<file path="src/rtl/gpin_pkg.sv">
package gpin_pkg;

    localparam int REG_W   = 32;
    localparam int DRV_W   = 2;
    localparam int ALT_W   = 5;
    localparam int IMODE_W = 4;
    localparam int PMODE_W = 2;

    // bit positions in the control word (software decodes these)
    localparam int F_IE     = 0;
    localparam int F_SMT    = 1;
    localparam int F_DRV    = 2;
    localparam int F_PU     = 4;
    localparam int F_PD     = 5;
    localparam int F_OE     = 6;
    localparam int F_ALT    = 8;
    localparam int F_IMODE  = 16;
    localparam int F_ICLR   = 20;
    localparam int F_ISTATE = 21;
    localparam int F_IMASK  = 22;
    localparam int F_OVAL   = 24;
    localparam int F_OSET   = 25;
    localparam int F_OCLR   = 26;
    localparam int F_IVAL   = 28;
    localparam int F_PMODE  = 30;

    // interrupt mode codes
    localparam logic [IMODE_W-1:0] IM_S_FALL = 4'd0;
    localparam logic [IMODE_W-1:0] IM_S_RISE = 4'd1;
    localparam logic [IMODE_W-1:0] IM_S_LOW  = 4'd2;
    localparam logic [IMODE_W-1:0] IM_S_HIGH = 4'd3;
    localparam logic [IMODE_W-1:0] IM_S_BOTH = 4'd4;
    localparam logic [IMODE_W-1:0] IM_A_FALL = 4'd8;
    localparam logic [IMODE_W-1:0] IM_A_RISE = 4'd9;
    localparam logic [IMODE_W-1:0] IM_A_LOW  = 4'd10;
    localparam logic [IMODE_W-1:0] IM_A_HIGH = 4'd11;

    typedef enum logic [PMODE_W-1:0] {
        PM_DIRECT     = 2'd0,
        PM_STROBE     = 2'd1,
        PM_DMA_DIRECT = 2'd2,
        PM_DMA_STROBE = 2'd3
    } pin_mode_e;

    typedef enum logic {
        IRQ_IDLE = 1'b0,
        IRQ_PEND = 1'b1
    } irq_state_e;

    typedef struct packed {
        logic                ie;
        logic                smt;
        logic [DRV_W-1:0]    drv;
        logic                pu;
        logic                pd;
        logic                oe;
        logic [ALT_W-1:0]    alt;
        logic [IMODE_W-1:0]  imode;
        logic                imask;
        pin_mode_e           pmode;
    } pin_cfg_t;

endpackage

</file>
<file path="src/rtl/gpin_cfg_regs.sv">
module gpin_cfg_regs
    import gpin_pkg::*;
(
    input  logic             clk,
    input  logic             rst_n,
    input  logic             wr_en,
    input  logic [REG_W-1:0] wdata,
    output pin_cfg_t         cfg,
    output logic             clr_pulse
);

    // bits held elsewhere or reserved
    logic unused_wbits;
    assign unused_wbits = ^{wdata[7], wdata[15:13], wdata[F_ISTATE], wdata[23],
                            wdata[29:24]};

    always_ff @(posedge clk or negedge rst_n) begin
        if (!rst_n) begin
            cfg <= '0;
        end else if (wr_en) begin
            cfg.ie    <= wdata[F_IE];
            cfg.smt   <= wdata[F_SMT];
            cfg.drv   <= wdata[F_DRV +: DRV_W];
            cfg.pu    <= wdata[F_PU];
            cfg.pd    <= wdata[F_PD];
            cfg.oe    <= wdata[F_OE];
            cfg.alt   <= wdata[F_ALT +: ALT_W];
            cfg.imode <= wdata[F_IMODE +: IMODE_W];
            cfg.imask <= wdata[F_IMASK];
            cfg.pmode <= pin_mode_e'(wdata[F_PMODE +: PMODE_W]);
        end
    end

    // interrupt clear: one-cycle pulse, acts on the following edge
    always_ff @(posedge clk or negedge rst_n) begin
        if (!rst_n) begin
            clr_pulse <= 1'b0;
        end else begin
            clr_pulse <= wr_en & wdata[F_ICLR];
        end
    end

endmodule

</file>
<file path="src/rtl/gpin_out_path.sv">
module gpin_out_path
    import gpin_pkg::*;
(
    input  logic      clk,
    input  logic      rst_n,
    input  logic      wr_en,
    input  pin_mode_e wr_mode,
    input  logic      wr_val,
    input  logic      wr_set,
    input  logic      wr_clr,
    input  pin_mode_e cur_mode,
    input  logic      dma_level,
    input  logic      dma_set,
    input  logic      dma_clr,
    output logic      out_q,
    output logic      pad_out
);

    pin_mode_e eff_mode;
    logic      out_d;

    // a write is decoded under the mode carried in the same word
    assign eff_mode = wr_en ? wr_mode : cur_mode;

    always_comb begin
        out_d = out_q;
        unique case (eff_mode)
            PM_DIRECT, PM_DMA_DIRECT: begin
                if (wr_en) out_d = wr_val;
            end
            PM_STROBE: begin
                if (wr_en) begin
                    if (wr_set)      out_d = 1'b1;
                    else if (wr_clr) out_d = 1'b0;
                end
            end
            PM_DMA_STROBE: begin
                if (dma_set)      out_d = 1'b1;
                else if (dma_clr) out_d = 1'b0;
            end
        endcase
    end

    always_ff @(posedge clk or negedge rst_n) begin
        if (!rst_n) out_q <= 1'b0;
        else        out_q <= out_d;
    end

    always_comb begin
        unique case (cur_mode)
            PM_DMA_DIRECT: pad_out = dma_level;
            default:       pad_out = out_q;
        endcase
    end

    assert_bus_set_wins_R4: assert property (@(posedge clk) disable iff (!rst_n)
        (wr_en && wr_mode == PM_STROBE && wr_set) |=> out_q);

    assert_dma_set_wins_R6: assert property (@(posedge clk) disable iff (!rst_n)
        (eff_mode == PM_DMA_STROBE && dma_set) |=> out_q);

    assert_direct_hold_R3: assert property (@(posedge clk) disable iff (!rst_n)
        (!wr_en && cur_mode == PM_DIRECT) |=> $stable(out_q));

endmodule

</file>
<file path="src/rtl/gpin_irq_detect.sv">
module gpin_irq_detect
    import gpin_pkg::*;
#(
    parameter int SYNC_STAGES = 2
) (
    input  logic               clk,
    input  logic               rst_n,
    input  logic               pad_in,
    input  logic [IMODE_W-1:0] imode,
    input  logic               clr,
    output logic               pend,
    output logic               sync_level
);

    logic [SYNC_STAGES-1:0] sync_sh;
    logic                   sync_now;
    logic                   sync_prev;
    logic                   raw_now;
    logic                   raw_prev;
    logic                   hit;
    irq_state_e             state_q;
    irq_state_e             state_d;

    generate
        if (SYNC_STAGES == 1) begin : g_single
            always_ff @(posedge clk or negedge rst_n) begin
                if (!rst_n) sync_sh <= '0;
                else        sync_sh <= pad_in;
            end
        end else begin : g_chain
            always_ff @(posedge clk or negedge rst_n) begin
                if (!rst_n) sync_sh <= '0;
                else        sync_sh <= {sync_sh[SYNC_STAGES-2:0], pad_in};
            end
        end
    endgenerate

    assign sync_now   = sync_sh[SYNC_STAGES-1];
    assign sync_level = sync_now;

    // history flops: synchronized path and single-capture path
    always_ff @(posedge clk or negedge rst_n) begin
        if (!rst_n) begin
            sync_prev <= 1'b0;
            raw_now   <= 1'b0;
            raw_prev  <= 1'b0;
        end else begin
            sync_prev <= sync_now;
            raw_now   <= pad_in;
            raw_prev  <= raw_now;
        end
    end

    always_comb begin
        unique case (imode)
            IM_S_FALL: hit = sync_prev & ~sync_now;
            IM_S_RISE: hit = ~sync_prev & sync_now;
            IM_S_LOW:  hit = ~sync_now;
            IM_S_HIGH: hit = sync_now;
            IM_S_BOTH: hit = sync_prev ^ sync_now;
            IM_A_FALL: hit = raw_prev & ~raw_now;
            IM_A_RISE: hit = ~raw_prev & raw_now;
            IM_A_LOW:  hit = ~raw_now;
            IM_A_HIGH: hit = raw_now;
            default:   hit = 1'b0;
        endcase
    end

    // state register
    always_ff @(posedge clk or negedge rst_n) begin
        if (!rst_n) state_q <= IRQ_IDLE;
        else        state_q <= state_d;
    end

    // transitions: detect (IDLE->PEND), clear (PEND->IDLE); clear has priority
    always_comb begin
        state_d = state_q;
        unique case (state_q)
            IRQ_IDLE: if (!clr && hit) state_d = IRQ_PEND;
            IRQ_PEND: if (clr)         state_d = IRQ_IDLE;
        endcase
    end

    // outputs
    always_comb begin
        pend = (state_q == IRQ_PEND);
    end

    assert_flag_sticky_R9: assert property (@(posedge clk) disable iff (!rst_n)
        (state_q == IRQ_PEND && !clr) |=> state_q == IRQ_PEND);

    assert_clear_idles_R9: assert property (@(posedge clk) disable iff (!rst_n)
        clr |=> state_q == IRQ_IDLE);

    assert_undef_quiet_R11: assert property (@(posedge clk) disable iff (!rst_n)
        (!((imode <= IM_S_BOTH) || ((imode >= IM_A_FALL) && (imode <= IM_A_HIGH)))
         && state_q == IRQ_IDLE) |=> state_q == IRQ_IDLE);

endmodule

</file>
<file path="src/rtl/gpin_unit.sv">
module gpin_unit
    import gpin_pkg::*;
#(
    parameter int SYNC_STAGES = 2
) (
    input  logic             clk,
    input  logic             rst_n,
    input  logic             bus_we,
    input  logic [REG_W-1:0] bus_wdata,
    output logic [REG_W-1:0] bus_rdata,
    input  logic             pad_in,
    output logic             pad_out,
    output logic             pad_oe,
    output logic             pad_ie,
    output logic             pad_schmitt,
    output logic [DRV_W-1:0] pad_drive,
    output logic             pad_pull_up,
    output logic             pad_pull_down,
    output logic [ALT_W-1:0] alt_sel,
    input  logic             dma_level,
    input  logic             dma_set,
    input  logic             dma_clr,
    output logic             irq
);

    pin_cfg_t cfg;
    logic     clr_pulse;
    logic     out_q;
    logic     pend;
    logic     sync_level;

    gpin_cfg_regs u_regs (
        .clk       (clk),
        .rst_n     (rst_n),
        .wr_en     (bus_we),
        .wdata     (bus_wdata),
        .cfg       (cfg),
        .clr_pulse (clr_pulse)
    );

    gpin_out_path u_out (
        .clk       (clk),
        .rst_n     (rst_n),
        .wr_en     (bus_we),
        .wr_mode   (pin_mode_e'(bus_wdata[F_PMODE +: PMODE_W])),
        .wr_val    (bus_wdata[F_OVAL]),
        .wr_set    (bus_wdata[F_OSET]),
        .wr_clr    (bus_wdata[F_OCLR]),
        .cur_mode  (cfg.pmode),
        .dma_level (dma_level),
        .dma_set   (dma_set),
        .dma_clr   (dma_clr),
        .out_q     (out_q),
        .pad_out   (pad_out)
    );

    gpin_irq_detect #(
        .SYNC_STAGES (SYNC_STAGES)
    ) u_irq (
        .clk        (clk),
        .rst_n      (rst_n),
        .pad_in     (pad_in),
        .imode      (cfg.imode),
        .clr        (clr_pulse),
        .pend       (pend),
        .sync_level (sync_level)
    );

    assign pad_ie        = cfg.ie;
    assign pad_schmitt   = cfg.smt;
    assign pad_drive     = cfg.drv;
    assign pad_pull_up   = cfg.pu;
    assign pad_pull_down = cfg.pd;
    assign pad_oe        = cfg.oe;
    assign alt_sel       = cfg.alt;
    assign irq           = pend & ~cfg.imask;

    always_comb begin
        bus_rdata                         = '0;
        bus_rdata[F_IE]                   = cfg.ie;
        bus_rdata[F_SMT]                  = cfg.smt;
        bus_rdata[F_DRV +: DRV_W]         = cfg.drv;
        bus_rdata[F_PU]                   = cfg.pu;
        bus_rdata[F_PD]                   = cfg.pd;
        bus_rdata[F_OE]                   = cfg.oe;
        bus_rdata[F_ALT +: ALT_W]         = cfg.alt;
        bus_rdata[F_IMODE +: IMODE_W]     = cfg.imode;
        bus_rdata[F_ICLR]                 = clr_pulse;
        bus_rdata[F_ISTATE]               = pend;
        bus_rdata[F_IMASK]                = cfg.imask;
        bus_rdata[F_OVAL]                 = out_q;
        bus_rdata[F_IVAL]                 = sync_level & cfg.ie;
        bus_rdata[F_PMODE +: PMODE_W]     = cfg.pmode;
    end

endmodule

</file>
<file path="config.mk">
export PLATFORM = sky130hd
export DESIGN_NAME = gpin_unit
export DESIGN_NICKNAME = d
export VERILOG_FILES = /design/src/rtl/gpin_pkg.sv /design/src/rtl/gpin_cfg_regs.sv /design/src/rtl/gpin_out_path.sv /design/src/rtl/gpin_irq_detect.sv /design/src/rtl/gpin_unit.sv
export SDC_FILE = /design/constraint.sdc
export NUM_CORES = 1
export LEC_CHECK = 0
export ABC_AREA = 1
export BUFFER_PORTS_ARGS = -buffer_cell sky130_fd_sc_hd__buf_2
export CAP_MARGIN = 20
export CORE_ASPECT_RATIO = 1.5
export CORE_UTILIZATION = 32
export CTS_BUF_LIST = sky130_fd_sc_hd__clkbuf_4
export DETAILED_ROUTE_END_ITERATION = 10
export GPL_TIMING_DRIVEN = 0
export SYNTH_ARGS = -nofsm -noshare
export SYNTH_HDL_FRONTEND = slang
export SYNTH_SLANG_ARGS = --single-unit
</file>
<file path="constraint.sdc">
create_clock -name clk -period 1.7 [get_ports clk]
set_input_delay 0.34 -clock clk [delete_from_list [all_inputs] [get_ports clk]]
set_output_delay 0.34 -clock clk [all_outputs]
set_load 0.01 [all_outputs]
</file>
==> qor.yml <==
layout_commonest_cell: "buf_2"
period_share: 0.869
area_growth_pct: 34.0
start_util: 0.344
cts_tree: "built"
drtIter0Drc: 17
end_kind: "output pin"
cts-htree-levels: 1
routed_wl_um: 2680
dieArea_um2: 4300
rsz0062_at_grt: "no"
num_vias: 1145
r2r_start: "u_irq.raw_prev"
cts_setup_buffers: 0
crit_arrival_ns: 1.14
netlist_area_um2: 1290
postCtsHoldBufs: 0
worst_pin_slew_ns: 0.557
dr.pass1.iters: 4
ys_seq_elements: 25
grt_max_degree: 26
synth_mux_area_frac: 0
cts_buffer_depth: 2
cts_made_buffers: 3
crit_fanout: 4
grt_pass1_wl_um: 4350
port_buffers: 65
critPathKind: "reg2out"
ctsResizeCount: 0
yosys_warnings: 0
grt_pass1_vias: 1035
whs_ns: -0.00201
postSynthCellCount: 155
die_x_um: 53.9
nets: 274
synth_compound_area_frac: 0.0640
p_leak_nw: 1.05
synth-xor-area-share: 0
avgSynthCellArea_um2: 8.33
grt_use_total: 0.138
violations: "negative hold slack"
setup-violations-final: 0
clk_latency_ns: 0.31
path_cells: "nand2_1 > nor2_1 > a21oi_1 > buf_2"
ys_types: 20
synthAdderAreaFrac: 0.0194
fin_skew_ns: 0.00121
synth_top_family_by_area: "simple AND/OR/NAND/NOR gates"
layout_min_cycle_time_ns: 1.48
yosysSeqAreaShare: 0.484
final_antenna_net_count: 0
die_h_um: 79.8
dp_slack_ns: 0.364
max_slew_margin: 0.629
crit_slowest_cell: "dfrtp_1"
std_cell_rows: 27
core_area_um2: 3750
cp-start-kind: "flip-flop"
path_clk_slew_ns: 0.13
powerDensity_nw_per_um2: 781
reg2reg_depth: 5
antenna_found_initial: 0
hold_path_class: "in2async"
fmax_mhz: 677
fin_ws_ns: 0.223
antenna_cells: 0
max-cap-violations: 0
hold_viol: 3
via_per_inst: 4.16
cts_root_buf: "clkbuf_4"
clock_sinks: 25
status: "finished with violations"
irDropWorstVdd_mv: 0.389
timing.rr.end: "u_irq.pend"
cp.required_ns: 1.36
mostFrequentLayoutCells: "buf_2 (67), nand2_1 (58), buf_4 (25), dfrtp_1 (25), inv_1 (11)"
grt_overflow: 0
drv_slew: 0
ios: 85
wl_per_cell_um: 9.73
dp_hpwl_um: 2140
final.setup.tns_ns: 0
gp_congestion: 0.728
drive_gt1_frac: 0.448
drc: 0
ff2ff_setup_slack_ns: 0.33
synth-simple-area-share: 0.228
max_stage_delay_ns: 0.45
cell usage after synthesis, drive strengths merged:
cell type  count  share of area
a21oi          4          0.021
a31oi          1         0.0048
buf           28           0.16
conb           1         0.0029
dfrtp         25           0.48
ha             2          0.019
inv           13          0.040
nand2         60           0.19
nand3          5          0.019
nor2           5          0.015
nor3           2         0.0078
o21ai          9          0.038
kinds of logic after synthesis:
kind of cell	Yosys count
simple gates	72
buf+inv	41
flops	25
compound gates	14
fa+ha+maj	2
other cells	1
through the flow:
stage               area, um^2  power, W  utilization  hold slack [ns]  std cells
floorplan                 1320  0.000938            -           0.0444        163
global placement          1700   0.00109        0.453            0.369        271
detailed placement        1700   0.00110        0.453            0.371        271
CTS                       1730   0.00138        0.461          0.00955        275
global route              1730   0.00145        0.461           0.0354        275
finish                    1730   0.00135        0.461         -0.00201        275
power breakdown:
part | internal [W] | leakage (nW) | switching, W
clock | 0.000107 | 0.0184 | 0.000168
sequential | 0.000649 | 0.301 | 0.0000462
combinational | 0.000189 | 0.735 | 0.000193
total | 0.000945 | 1.05 | 0.000406
worst max path at each step:
stage / startpoint / to / slack (ns) / cells after the start
final: u_regs.cfg[1] / pad_out / 0.22 / 4
after global routing: u_regs.cfg[1] / pad_out / 0.15 / 4
after CTS: u_regs.cfg[1] / pad_out / 0.20 / 4
after detailed placement: u_irq.raw_prev / u_irq.pend / 0.36 / 5
after global placement: u_irq.raw_prev / u_irq.pend / 0.40 / 5
after floorplan: u_irq.raw_prev / u_irq.pend / 0.50 / 5
critical path, delay by kind of cell, from the launching register on:
kind	cells	cell delay, ns
AOI/OAI and AO/OA	1	0.10
buffers and inverters	1	0.14
DFF	1	0.45
and+or+nand+nor	2	0.14
per-layer routing:
layer,vias up,global-route usage,wire (um)
li1,595,-,-
met1,512,0.152,1100
met2,36,0.247,1410
met3,2,0.0133,123
met4,0,0.0711,40
met5,-,0,0
state kept, by name, summed over array words and instances, names as in the netlist:
register,flops
u_irq.pend,1
u_irq.sync_sh,1
u_regs.clr_pulse,1
u_irq.sync_prev,1
u_out.out_q,1
u_regs.cfg,19
u_irq.raw_prev,1
area by class of cell:
| class | instances | area, um^2 |
|---|---|---|
| Buffer | 28 | 209 |
| Clock buffer | 4 | 30.0 |
| Multi-Input combinational cell | 97 | 435 |
| Tap cell | 43 | 53.8 |
| Sequential cell | 25 | 626 |
| Fill cell | 400 | 2020 |
| Inverter | 13 | 51.3 |
| Timing Repair Buffer | 65 | 325 |
(Power assumes the default switching activity.)
